--- src/rtl/slot_reloc_pkg.sv ---
package slot_reloc_pkg;
  localparam int unsigned NIB_W = 4;
  typedef logic [NIB_W-1:0] nib_t;
  typedef enum logic {MODE_32 = 1'b0, MODE_24 = 1'b1} amode_e;
endpackage

--- src/rtl/slot_match.sv ---
module slot_match
  import slot_reloc_pkg::*;
#(
  parameter int unsigned ADDR_W    = 32,
  parameter int unsigned NIB24_LSB = 20,
  parameter int unsigned NIB32_LSB = 24
) (
  input  logic [ADDR_W-1:0] addr_i,
  input  amode_e            mode_i,
  input  nib_t              slot_i,
  output logic              hit_o
);
  localparam int unsigned TOP_LSB = ADDR_W - NIB_W;

  always_comb begin
    if (mode_i == MODE_24) hit_o = (addr_i[NIB24_LSB +: NIB_W] == slot_i);
    else hit_o = (addr_i[TOP_LSB +: NIB_W] == '1) &&
                 (addr_i[NIB32_LSB +: NIB_W] == slot_i);
  end
endmodule

--- src/rtl/slot_xlate.sv ---
module slot_xlate
  import slot_reloc_pkg::*;
#(
  parameter int unsigned ADDR_W    = 32,
  parameter int unsigned NIB24_LSB = 20,
  parameter int unsigned NIB32_LSB = 24
) (
  input  logic [ADDR_W-1:0] addr_i,
  input  amode_e            mode_i,
  input  nib_t              mask_i,
  output logic [ADDR_W-1:0] addr_o
);
  always_comb begin
    addr_o = addr_i;
    if (mode_i == MODE_24) addr_o[NIB24_LSB +: NIB_W] = addr_i[NIB24_LSB +: NIB_W] ^ mask_i;
    else                   addr_o[NIB32_LSB +: NIB_W] = addr_i[NIB32_LSB +: NIB_W] ^ mask_i;
  end
endmodule

--- src/rtl/bus_owner.sv ---
module bus_owner (
  input  logic clk_i,
  input  logic rst_ni,
  input  logic bgack_ni,
  output logic card_own_o,
  output logic card_oe_o,
  output logic host_oe_o
);
  logic own_q, card_oe_q, host_oe_q;

  // an enable needs two agreeing samples, giving a dead cycle on handover
  always_ff @(posedge clk_i or negedge rst_ni) begin
    if (!rst_ni) begin
      own_q     <= 1'b0;
      card_oe_q <= 1'b0;
      host_oe_q <= 1'b0;
    end else begin
      own_q     <= ~bgack_ni;
      card_oe_q <= ~own_q & bgack_ni;
      host_oe_q <= own_q & ~bgack_ni;
    end
  end

  assign card_own_o = own_q;
  assign card_oe_o  = card_oe_q;
  assign host_oe_o  = host_oe_q;
endmodule

--- src/rtl/irq_route.sv ---
module irq_route
  import slot_reloc_pkg::*;
#(
  parameter int unsigned SLOT_LO   = 9,
  parameter int unsigned NUM_SLOTS = 6
) (
  input  logic                 clk_i,
  input  logic                 rst_ni,
  input  nib_t                 slot_i,
  input  logic                 card_irq_ni,
  output logic [NUM_SLOTS-1:0] slot_irq_no
);
  for (genvar i = 0; i < NUM_SLOTS; i++) begin : g_line
    localparam nib_t LINE_SLOT = nib_t'(SLOT_LO + i);
    logic irq_nq;
    always_ff @(posedge clk_i or negedge rst_ni) begin
      if (!rst_ni) irq_nq <= 1'b1;
      else         irq_nq <= (slot_i == LINE_SLOT) ? card_irq_ni : 1'b1;
    end
    assign slot_irq_no[i] = irq_nq;
  end
endmodule

--- src/rtl/slot_relocator.sv ---
module slot_relocator
  import slot_reloc_pkg::*;
#(
  parameter int unsigned ADDR_W    = 32,
  parameter int unsigned SLOT_LO   = 9,
  parameter int unsigned SLOT_HI   = 14,
  parameter int unsigned HOME_SLOT = 14,
  parameter int unsigned NUM_SLOTS = SLOT_HI - SLOT_LO + 1
) (
  input  logic                 clk_i,
  input  logic                 rst_ni,
  input  logic [3:0]           slot_sel_i,
  input  logic [ADDR_W-1:0]    host_addr_i,
  input  logic [2:0]           fc_i,
  input  logic                 fc3_ni,
  input  logic                 as_ni,
  input  logic                 bgack_ni,
  input  logic [ADDR_W-1:0]    card_addr_i,
  input  logic                 card_irq_ni,
  output logic                 card_sel_no,
  output logic [ADDR_W-1:0]    card_addr_o,
  output logic [ADDR_W-1:0]    host_addr_o,
  output logic                 card_addr_oe_o,
  output logic                 host_addr_oe_o,
  output logic [NUM_SLOTS-1:0] slot_irq_no
);
  localparam int unsigned NIB24_LSB = 20;
  localparam int unsigned NIB32_LSB = 24;
  localparam nib_t SLOT_LO_N = nib_t'(SLOT_LO);
  localparam nib_t SLOT_HI_N = nib_t'(SLOT_HI);
  localparam nib_t HOME_N    = nib_t'(HOME_SLOT);

  nib_t        slot_q, mask;
  amode_e      mode;
  logic        hit, card_own, cpu_space, sel_q;
  logic [ADDR_W-1:0] to_card, to_host, card_addr_q, host_addr_q;

  always_ff @(posedge clk_i or negedge rst_ni) begin
    if (!rst_ni) slot_q <= HOME_N;
    else if (slot_sel_i >= SLOT_LO_N && slot_sel_i <= SLOT_HI_N) slot_q <= slot_sel_i;
    else slot_q <= HOME_N;
  end

  assign mask      = slot_q ^ HOME_N;
  assign mode      = amode_e'(fc3_ni);
  assign cpu_space = &fc_i;

  slot_match #(.ADDR_W(ADDR_W), .NIB24_LSB(NIB24_LSB), .NIB32_LSB(NIB32_LSB)) u_match (
    .addr_i(host_addr_i), .mode_i(mode), .slot_i(slot_q), .hit_o(hit)
  );

  slot_xlate #(.ADDR_W(ADDR_W), .NIB24_LSB(NIB24_LSB), .NIB32_LSB(NIB32_LSB)) u_fwd (
    .addr_i(host_addr_i), .mode_i(mode), .mask_i(mask), .addr_o(to_card)
  );

  slot_xlate #(.ADDR_W(ADDR_W), .NIB24_LSB(NIB24_LSB), .NIB32_LSB(NIB32_LSB)) u_rev (
    .addr_i(card_addr_i), .mode_i(mode), .mask_i(mask), .addr_o(to_host)
  );

  bus_owner u_owner (
    .clk_i(clk_i), .rst_ni(rst_ni), .bgack_ni(bgack_ni),
    .card_own_o(card_own), .card_oe_o(card_addr_oe_o), .host_oe_o(host_addr_oe_o)
  );

  irq_route #(.SLOT_LO(SLOT_LO), .NUM_SLOTS(NUM_SLOTS)) u_irq (
    .clk_i(clk_i), .rst_ni(rst_ni), .slot_i(slot_q),
    .card_irq_ni(card_irq_ni), .slot_irq_no(slot_irq_no)
  );

  always_ff @(posedge clk_i or negedge rst_ni) begin
    if (!rst_ni) begin
      sel_q       <= 1'b0;
      card_addr_q <= '0;
      host_addr_q <= '0;
    end else begin
      sel_q       <= ~as_ni & ~cpu_space & hit & bgack_ni & ~card_own;
      card_addr_q <= to_card;
      host_addr_q <= to_host;
    end
  end

  assign card_sel_no = ~sel_q;
  assign card_addr_o = card_addr_q;
  assign host_addr_o = host_addr_q;
endmodule

--- config.mk ---
export PLATFORM = sky130hd
export DESIGN_NAME = slot_relocator
export DESIGN_NICKNAME = d
export VERILOG_FILES = /design/src/rtl/slot_reloc_pkg.sv /design/src/rtl/slot_match.sv /design/src/rtl/slot_xlate.sv /design/src/rtl/bus_owner.sv /design/src/rtl/irq_route.sv /design/src/rtl/slot_relocator.sv
export SDC_FILE = /design/constraint.sdc
export NUM_CORES = 1
export LEC_CHECK = 0
export ABC_CLOCK_PERIOD_IN_PS = 1350
export BUFFER_PORTS_ARGS = -buffer_cell sky130_fd_sc_hd__buf_2
export CAP_MARGIN = 0
export CORE_MARGIN = 8
export CORE_UTILIZATION = 35
export CTS_BUF_LIST = sky130_fd_sc_hd__clkbuf_4
export DETAILED_ROUTE_END_ITERATION = 16
export PLACE_DENSITY_LB_ADDON = 0.3
export SLEW_MARGIN = 30
export SYNTH_ARGS = -nofsm -noshare
export SYNTH_HDL_FRONTEND = slang
export SYNTH_HIERARCHICAL = 1
export SYNTH_SLANG_ARGS = --single-unit
--- constraint.sdc ---
create_clock -name clk_i -period 1.35 [get_ports clk_i]
set_input_delay 0.2025 -clock clk_i [delete_from_list [all_inputs] [get_ports clk_i]]
set_output_delay 0.2025 -clock clk_i [all_outputs]
set_load 0.03 [all_outputs]
==> results.txt, run 1 <==
The logs give 0.00431 ns for the post-route clock skew and 78 for the TritonCTS sink count. Maximum clock path buffer count: 2. Global routing finished with a remaining overflow of 0. The tightest min-delay check is of the input pin to flop type. Of the total synthesized cell area, the portion taken by full adders, half adders and majority gates is 0%.

The kind of start point of the critical path was a flop. Endpoint kind of the worst setup timing path: a flop. Clock-pin slew was measured on the worst setup and hold paths at 0.12 ns. The commonest cells after synthesis are sky130_fd_sc_hd__dfrtp_1, sky130_fd_sc_hd__buf_4, sky130_fd_sc_hd__xnor2_1, sky130_fd_sc_hd__nand2_1, sky130_fd_sc_hd__dfstp_2. The mean post-synth cell area was 14.0 sq um.

The analysis attributes to cell leakage a power of 0.00209 uW. The area share of and/or/nand/nor cells after synthesis came out at 7.62%. The routed layout has 1988 vias. Entering global routing, the biggest net connects 79 pins.

Measured in cells, the most critical reg-to-reg path has a length of 6. The quantity of I/O buffers inserted on ports was 149. Largest area contributor in the netlist: sky130_fd_sc_hd__dfrtp_1. The vias per cell works out to 3.98. The count of max-cap constraint violations is 0. The flow ran to the end, but the final reports show violations.

The count of unique library cells instantiated by Yosys was 23; the number of iterations in the first detailed-routing pass was 4. Synthesis produced 204 cells. CTS placed an instance of sky130_fd_sc_hd__clkbuf_4 at the clock tree root.

Timing would allow up to 720 MHz. The mapped netlist covers 2860 sq um. Cells with a size suffix above 1 make up 46.8% of the layout.

For the area enclosed by the die boundary, the log shows 11300 sq um. In this run the power density over the cells is 1100 nW/um^2. The first global-routing pass estimated 11800 um of wire.

For this run, asynchronously set or reset flops after synthesis account for 100%. In this run the vertical extent of the chip is 106 um. The final number of max-transition violations was 0. The most critical setup path has its startpoint at slot_q[3]$_DFF_PN1_. Dividing the detail-routed wire length by the instance count gives 14.6 um.

The post-synthesis to final-layout area growth is 50.6%. TritonCTS built the clock tree. The total CTS buffers came out at 9.

Beginning of the worst register-to-register path: slot_q[3]$_DFF_PN1_. Wires add up to 7290 um. The setup slack of the critical path after layout is -0.0380 ns, and the post-detailed-placement half-perimeter wirelength is 5230 um. The worst setup path category is flop to flop. For this configuration, the core starts out at a cell density of 35.5%.

The final reports fail on negative setup slack. Data on the critical path is required at its endpoint by 1.67 ns. The top cell type by area accounts for 60.5% of the synthesized area. The tools report the routability congestion estimate as 0.725. The number of register bits inferred by synthesis was 78; the final critical-path share of the clock period was 103%. Ranked by total cell area, the synthesized netlist is headed by sky130_fd_sc_hd__dfrtp_1, sky130_fd_sc_hd__buf_4, sky130_fd_sc_hd__dfstp_2, sky130_fd_sc_hd__xnor2_1, sky130_fd_sc_hd__nand2b_1.

The logs give 150 for the count of boundary I/O pins and 1 for the number of failing setup endpoints in the final timing report. Among all flip-flop cells after synthesis, the most frequent one is sky130_fd_sc_hd__dfrtp_1. The worst hold path begins at slot_sel_i[0]. sky130_fd_sc_hd__dfrtp_1 is the most common cell in the netlist.

The highest net fanout along the worst path was 3. Setup repair after global routing could not meet its margin everywhere. The xor-xnor portion of the synthesized cell area works out to 7.36%. For the number of endpoints with negative hold slack in the final report, the log shows 0.

In the routed design, unresolved DRC markers number 0. The tools report the worst hold slack after final layout as 0.0416 ns. The number of global-route vias before repair is 2279, and the number of cells traversed by the worst hold path is 3. The post-layout minimum cycle time is 1.39 ns, and the horizontal extent of the die is 106 um. The post-synthesis compound-gate area fraction was 1.01%; the total number of placement rows was 33. The number of enable-type register cells in the synthesized netlist is 0. The final layout net count came out at 467. Dominant combinational cell family by area after synthesis: buffers and inverters. Counting every net in the synthesized netlist gives 281. At the placement stage, the worst setup path has a slack of -0.0116 ns.

For this run, the register share of the synthesized area comes to 68.8%. In this run, the number of DRC markers left after iteration 0 of detailed routing was 64. The arrival time at the worst endpoint came out at 1.70 ns. The logs give 0.40 ns for the clock latency reported for the late side of the worst-skew pair and 8050 sq um for the floorplan core area.

VDD sags by at most 467 uV. The H-tree generated during clock tree synthesis spans 3 levels. The detail route stage leaves a number of antenna-violating nets equal to 0.

Multiplexer cells account for 0% of the synthesized area. Global routing used 13.5% of the available tracks. The initial antenna violation count was 0; the total number of yosys warnings was 6.

The repair_antennas step left the layout with diodes totalling 0.
==> flip-flops by register name, indices dropped and copies added, names as in the netlist <==
| register | flops |
|---|---|
| card_addr_o | 32 |
| slot_q | 4 |
| u_irq/g_line.irq_nq | 6 |
| u_owner/card_own_o | 1 |
| u_owner/host_oe_o | 1 |
| u_owner/card_oe_o | 1 |
| host_addr_o | 32 |
| sel_q | 1 |
==> per-stage QoR <==
step                      utilization (%)  total power [uW]  TNS [ns]  instances  cell area (sq um)
after floorplan                         -              3010         0        204               2860
after global placement               42.1              3260         0        410               3390
after detailed placement             42.1              3270   -0.0116        410               3390
after CTS                            53.2              4830   -0.0484        500               4280
after global routing                 53.4              5020    -0.131        500               4300
final                                53.4              4730   -0.0380        500               4300
==> placed cells by master (no fill, tap or decap), types with 3 or more instances in the layout <==
master and instances:
sky130_fd_sc_hd__nand4_1 3, sky130_fd_sc_hd__dfstp_2 9, sky130_fd_sc_hd__nand3_1 3, sky130_fd_sc_hd__buf_4 7, sky130_fd_sc_hd__nand2b_1 8, sky130_fd_sc_hd__dfrtp_1 69, sky130_fd_sc_hd__buf_6 6, sky130_fd_sc_hd__nand2_1 11
sky130_fd_sc_hd__xnor2_1 21, sky130_fd_sc_hd__clkbuf_4 10, sky130_fd_sc_hd__buf_2 142, sky130_fd_sc_hd__xor2_1 3, sky130_fd_sc_hd__inv_1 7, sky130_fd_sc_hd__dlygate4sd3_1 73
==> routing by layer <==
layer	vias up	global-route usage (%)	share of wire (%)
met2	101	22.3	49
met5	-	0	0
li1	953	-	-
met1	930	14.7	38
met3	4	7.02	12
met4	0	4.52	0.85
==> where the power goes <==
group / internal, uW / switching (uW) / leakage (uW)
Clock: 579 / 768 / 0.0000700
Sequential: 2470 / 38.7 / 0.000905
Combinational: 383 / 494 / 0.00111
Total: 3430 / 1300 / 0.00209
==> critical path: stages, from the launching register on <==
cell	delay, ns
sky130_fd_sc_hd__dfstp_2	0.58
sky130_fd_sc_hd__xor2_1	0.07
sky130_fd_sc_hd__nor3_1	0.20
sky130_fd_sc_hd__nand3_1	0.12
sky130_fd_sc_hd__o21ai_2	0.06
sky130_fd_sc_hd__nand2_1	0.06
sky130_fd_sc_hd__nor4_2	0.20
==> area by class of cell <==
type | instances | area (sq um)
Fill cell | 716 | 3750
Sequential cell | 78 | 1960
Timing Repair Buffer | 229 | 1580
Multi-Input combinational cell | 65 | 460
Tap cell | 105 | 131
Clock buffer | 10 | 75.1
Clock inverter | 6 | 62.6
Inverter | 7 | 26.3
==> worst paths after layout <==
kind	endpoint	slack (ns)
min in group asynchronous	host_addr_o[24]$_DFF_PN0_	0.34
worst min-delay path	slot_q[0]$_DFF_PN0_	0.04
worst max register to register	sel_q$_DFF_PN0_	-0.04
worst min register to register	sel_q$_DFF_PN0_	0.49
max in group asynchronous	u_irq/g_line[1].irq_nq$_DFF_PN1_	0.64
worst max-delay path	sel_q$_DFF_PN0_	-0.04
==> timing repair <==
| action | CTS | global route |
|---|---|---|
| hold buffers | 73 | 0 |
| endpoints found under the hold margin | 140 | 0 |
| endpoints found under the setup margin | 7 | 7 |
| pin swaps | 1 | 1 |
| gates resized for setup | 7 | 5 |
| buffers inserted | 1 | 0 |
==> cell families after synthesis <==
| kind of cell | after synthesis |
|---|---|
| DFF | 78 |
| buffers and inverters | 61 |
| and+or+nand+nor | 36 |
| xor gates and xnor gates | 24 |
| AOI/OAI and AO/OA | 4 |
| other | 1 |
(Power assumes the default switching activity.)
==> run 2, diff against run 1 <==
--- a/config.mk
+++ b/config.mk
@@ -5,6 +5,7 @@
 export SDC_FILE = /design/constraint.sdc
 export NUM_CORES = 1
 export LEC_CHECK = 0
+export ABC_AREA = 1
 export ABC_CLOCK_PERIOD_IN_PS = 1350
 export BUFFER_PORTS_ARGS = -buffer_cell sky130_fd_sc_hd__buf_2
 export CAP_MARGIN = 0
@@ -13,6 +14,7 @@
 export CTS_BUF_LIST = sky130_fd_sc_hd__clkbuf_4
 export DETAILED_ROUTE_END_ITERATION = 16
 export PLACE_DENSITY_LB_ADDON = 0.3
+export SKIP_LAST_GASP = 1
 export SLEW_MARGIN = 30
 export SYNTH_ARGS = -nofsm -noshare
 export SYNTH_HDL_FRONTEND = slang
==> results.txt, run 2 <==
The area growth from synthesis to layout is 41.0%. Endpoint kind of the worst setup timing path: a flop. After detailed routing, the average wire length per cell comes to 14.2 um. The flow ran to the end, and the final reports show no timing, DRC or antenna violations. Stage delay of the slowest cell on the critical path: 0.62 ns.

The synthesized design contains 0 enable-type register cells. The cell with the most instances after synthesis was sky130_fd_sc_hd__nand2_1. Of all flip-flops after synthesis, the portion carrying an async set or reset was 100%. For this run, the top clock speed supported by timing is 758 MHz. After synthesis, the share of cell area in mux cells is 0%. The total stage count of the critical path is 10, and the TritonCTS sink count is 78.

The logs give 6 for the total number of yosys warnings and 1.70 ns for the worst endpoint required time. Synthesis handed over a netlist of 318 instances. The worst setup path category is flop to flop. The final number of max-transition violations was 0; the share of Yosys cell area claimed by the top area cell type was 55.2%. STA classifies the critical path startpoint as a flop. The number of levels in the clock H-tree came out at 3.

Summing every instance area after synthesis gives 3130 sq um. For this configuration, the core starts out at a cell density of 36.0%. The first routing iteration left 111 violations. The number of register bits inferred by synthesis works out to 78.

The slowest stage of the critical path is the sky130_fd_sc_hd__dfstp_2 cell. Clock-pin slew on the worst setup and hold paths: 0.14 ns. In the layout the commonest cells are sky130_fd_sc_hd__buf_2, sky130_fd_sc_hd__nand2_1, sky130_fd_sc_hd__dfrtp_1. For the clock latency reported for the late side of the worst-skew pair, the log shows 0.42 ns.

The dominant cell type by count on the critical path is sky130_fd_sc_hd__nand2_1. The floorplan step defined a core boundary enclosing 8680 sq um. The run gives 0.0413 ns as the worst hold slack after final layout.

The die covers 12200 sq um. The post-route clock skew came out at 0.0129 ns. Across all layers, the routed design uses 2455 vias.

The post-layout minimum cycle time is 1.32 ns, and the count of unique library cells instantiated by Yosys is 14. Of the total synthesized cell area, the portion taken by full adders, half adders and majority gates is 0%. Horizontal extent of the die: 111 um. In this run the core area contains 34 standard-cell rows. After synthesis, the largest family of logic cells by area is buffers and inverters. The number of failing setup endpoints in the final timing report was 0. The post-synthesis compound-gate area fraction was 0.320%.

At the end of routability-driven placement, the weighted congestion stood at 0.781. The number of global-route vias before repair came out at 2625. The number of clock buffers added by TritonCTS is 9. For this run, the register share of the synthesized area comes to 62.8%. The area share of and/or/nand/nor cells after synthesis was 15.3%; the total routed wirelength was 8530 um. In this run the mean area of a mapped cell was 9.83 sq um.

The quantity of I/O buffers inserted on ports was 149; the number of endpoints with negative hold slack in the final report was 0. The global-route total usage across every layer is 13.8%, and the number of cells traversed by the worst hold path is 4. The pre-antenna-repair detailed-routing pass consisted of 4 iterations.

Leakage dissipation: 0.00247 uW. The run gives 0 as the remaining number of nets flagged by the antenna check after routing. TritonCTS built the clock tree. Max-cap violations in this run came to 0. The post-detailed-placement half-perimeter wirelength was 6000 um. The global-route wire length before repair was 13600 um; the fraction of final layout cells sized beyond drive strength 1 was 38.5%. The kind of cell with the highest combined delay on the critical path is flip-flops.

The worst register-to-register path has a depth of 10. The final layout net count is 563, and the xor-xnor portion of the synthesized cell area is 0.280%. The count of boundary I/O pins was 150.

Counting instances in the post-synthesis netlist gives the leading cell types as sky130_fd_sc_hd__nand2_1, sky130_fd_sc_hd__dfrtp_1, sky130_fd_sc_hd__inv_1, sky130_fd_sc_hd__buf_4, sky130_fd_sc_hd__nand3_1. In the finished design, the share of the clock period the worst path needs comes to 97.7%. The worst-case IR drop observed on VDD is 485 uV. In the routed design, unresolved DRC markers number 0. Maximum number of pins on one net before global-route repair: 33. Sorting the synthesized cells by area gives the leading types as sky130_fd_sc_hd__dfrtp_1, sky130_fd_sc_hd__buf_4, sky130_fd_sc_hd__nand2_1, sky130_fd_sc_hd__dfstp_2, sky130_fd_sc_hd__inv_1. The arrival time at the worst endpoint is 1.67 ns, and the final cell count without fillers is 599.

The total overflow left after global routing is 0. Prevailing post-synth register cell: sky130_fd_sc_hd__dfrtp_1. After detailed routing, the number of vias per cell comes to 4.10. The leading cell type in the layout, fill and taps excluded was sky130_fd_sc_hd__buf_2. The floorplan step set the die height to 111 um.

The number of antenna diodes in the final layout is 0. The tools report the initial antenna violation count as 0. In this run the worst hold path is classified as input pin to flop.

Walking the worst path, the cells encountered are inv_2, nand2_1, nand2_1, nor2_1, nand3_1, nand2_1, nand2_1, inv_1, nand2_1, nor2_1. The clock root buffer master is sky130_fd_sc_hd__clkbuf_4. For this design the ratio of total power to cell area is 1090 nW/um^2. sky130_fd_sc_hd__dfrtp_1 takes more of the synthesized area than any other cell. The instance count after placement with tap cells included came out at 524. The post-route total power is 4810 uW, and the highest net fanout along the worst path is 6. The number of buffers and inverters on the critical path is 2. When the netlist entered floorplanning its net count stood at 395.

The tools report the maximum clock path buffer count as 2. Setup repair after global routing could not meet its margin everywhere.
-- run 2: cell count changes after synthesis, sizes merged, moves of 2 or more --
cell	previous run	this run
nor2	1	15
nand4	3	0
o211ai	2	0
nand3	3	27
nand4b	2	0
xor2	3	1
xnor2	21	0
nor2b	3	0
nand2	11	76
inv	7	62
nand2b	8	0
buf	54	56
-- run 2: layout make-up --
type	count	area, sq um
tap	108	135
clock buffer	10	75.1
inverter	62	233
clock inverter	6	71.3
timing repair buffer	213	1430
sequential	78	1960
multi-input combinational	122	504
fill	796	4270
-- run 2: final timing paths --
path	slack [ns]	startpoint	endpoint
worst max-delay path	0.03	slot_q[1]$_DFF_PN1_	sel_q$_DFF_PN0_
worst min-delay path	0.04	card_addr_i[23]	host_addr_o[23]$_DFF_PN0_
worst max register to register	0.03	slot_q[1]$_DFF_PN1_	sel_q$_DFF_PN0_
worst min register to register	0.46	u_owner/card_own_o$_DFF_PN0_	u_owner/card_oe_o$_DFF_PN0_
max in group asynchronous	0.61	rst_ni	u_irq/g_line[1].irq_nq$_DFF_PN1_
min in group asynchronous	0.20	rst_ni	card_addr_o[23]$_DFF_PN0_
-- run 2: kinds of logic (layout without fill, tap and decap cells) --
| logic type | Yosys count | count (layout) |
|---|---|---|
| other | 1 | 1 |
| XOR/XNOR | 1 | 1 |
| flip-flops | 78 | 78 |
| buffers and inverters | 118 | 291 |
| AND/OR/NAND/NOR | 118 | 118 |
| AO/OA/AOI/OAI | 2 | 2 |
-- run 2: worst register-to-register path: cells and delay by family (launching register included) --
family                 cells  cell delay [ns]
AND/OR/NAND/NOR            8             0.56
buffers and inverters      2             0.09
flip-flops                 1             0.62
-- run 2: routing by layer --
layer / share of wire [%] / up-vias / GRT usage (%)
met4: 1.2 / 0 / 4.68
met5: 0 / - / 0
met2: 47 / 105 / 22.6
met3: 7.9 / 11 / 5.19
met1: 43 / 1133 / 16.2
li1: - / 1206 / -
-- run 2: timing repair --
| item | 4_1_cts | 5_1_grt |
|---|---|---|
| endpoints found under the hold margin | 124 | 0 |
| buffers inserted | 0 | 4 |
| setup endpoints to repair | 6 | 4 |
| gates resized for setup | 9 | 4 |
| pin swaps | 0 | 1 |
| hold buffers | 55 | 0 |
-- run 2: per-stage QoR --
stage / worst slack (ns) / area [sq um] / utilization, % / setup TNS, ns
3_3_place_gp: 0.147 / 3640 / 42.0 / 0
3_5_place_dp: 0.0449 / 3640 / 42.0 / 0
6_report: 0.0305 / 4410 / 50.8 / 0
2_1_floorplan: 0.210 / 3130 / - / 0
4_1_cts: -0.0122 / 4370 / 50.3 / -0.0122
5_1_grt: -0.0751 / 4410 / 50.8 / -0.0867
-- run 2: power breakdown --
group | leakage, uW | total, uW | switching, uW | internal (uW)
Sequential | 0.000903 | 2500 | 37.5 | 2460
Combinational | 0.00149 | 877 | 533 | 343
Clock | 0.0000732 | 1440 | 838 | 598
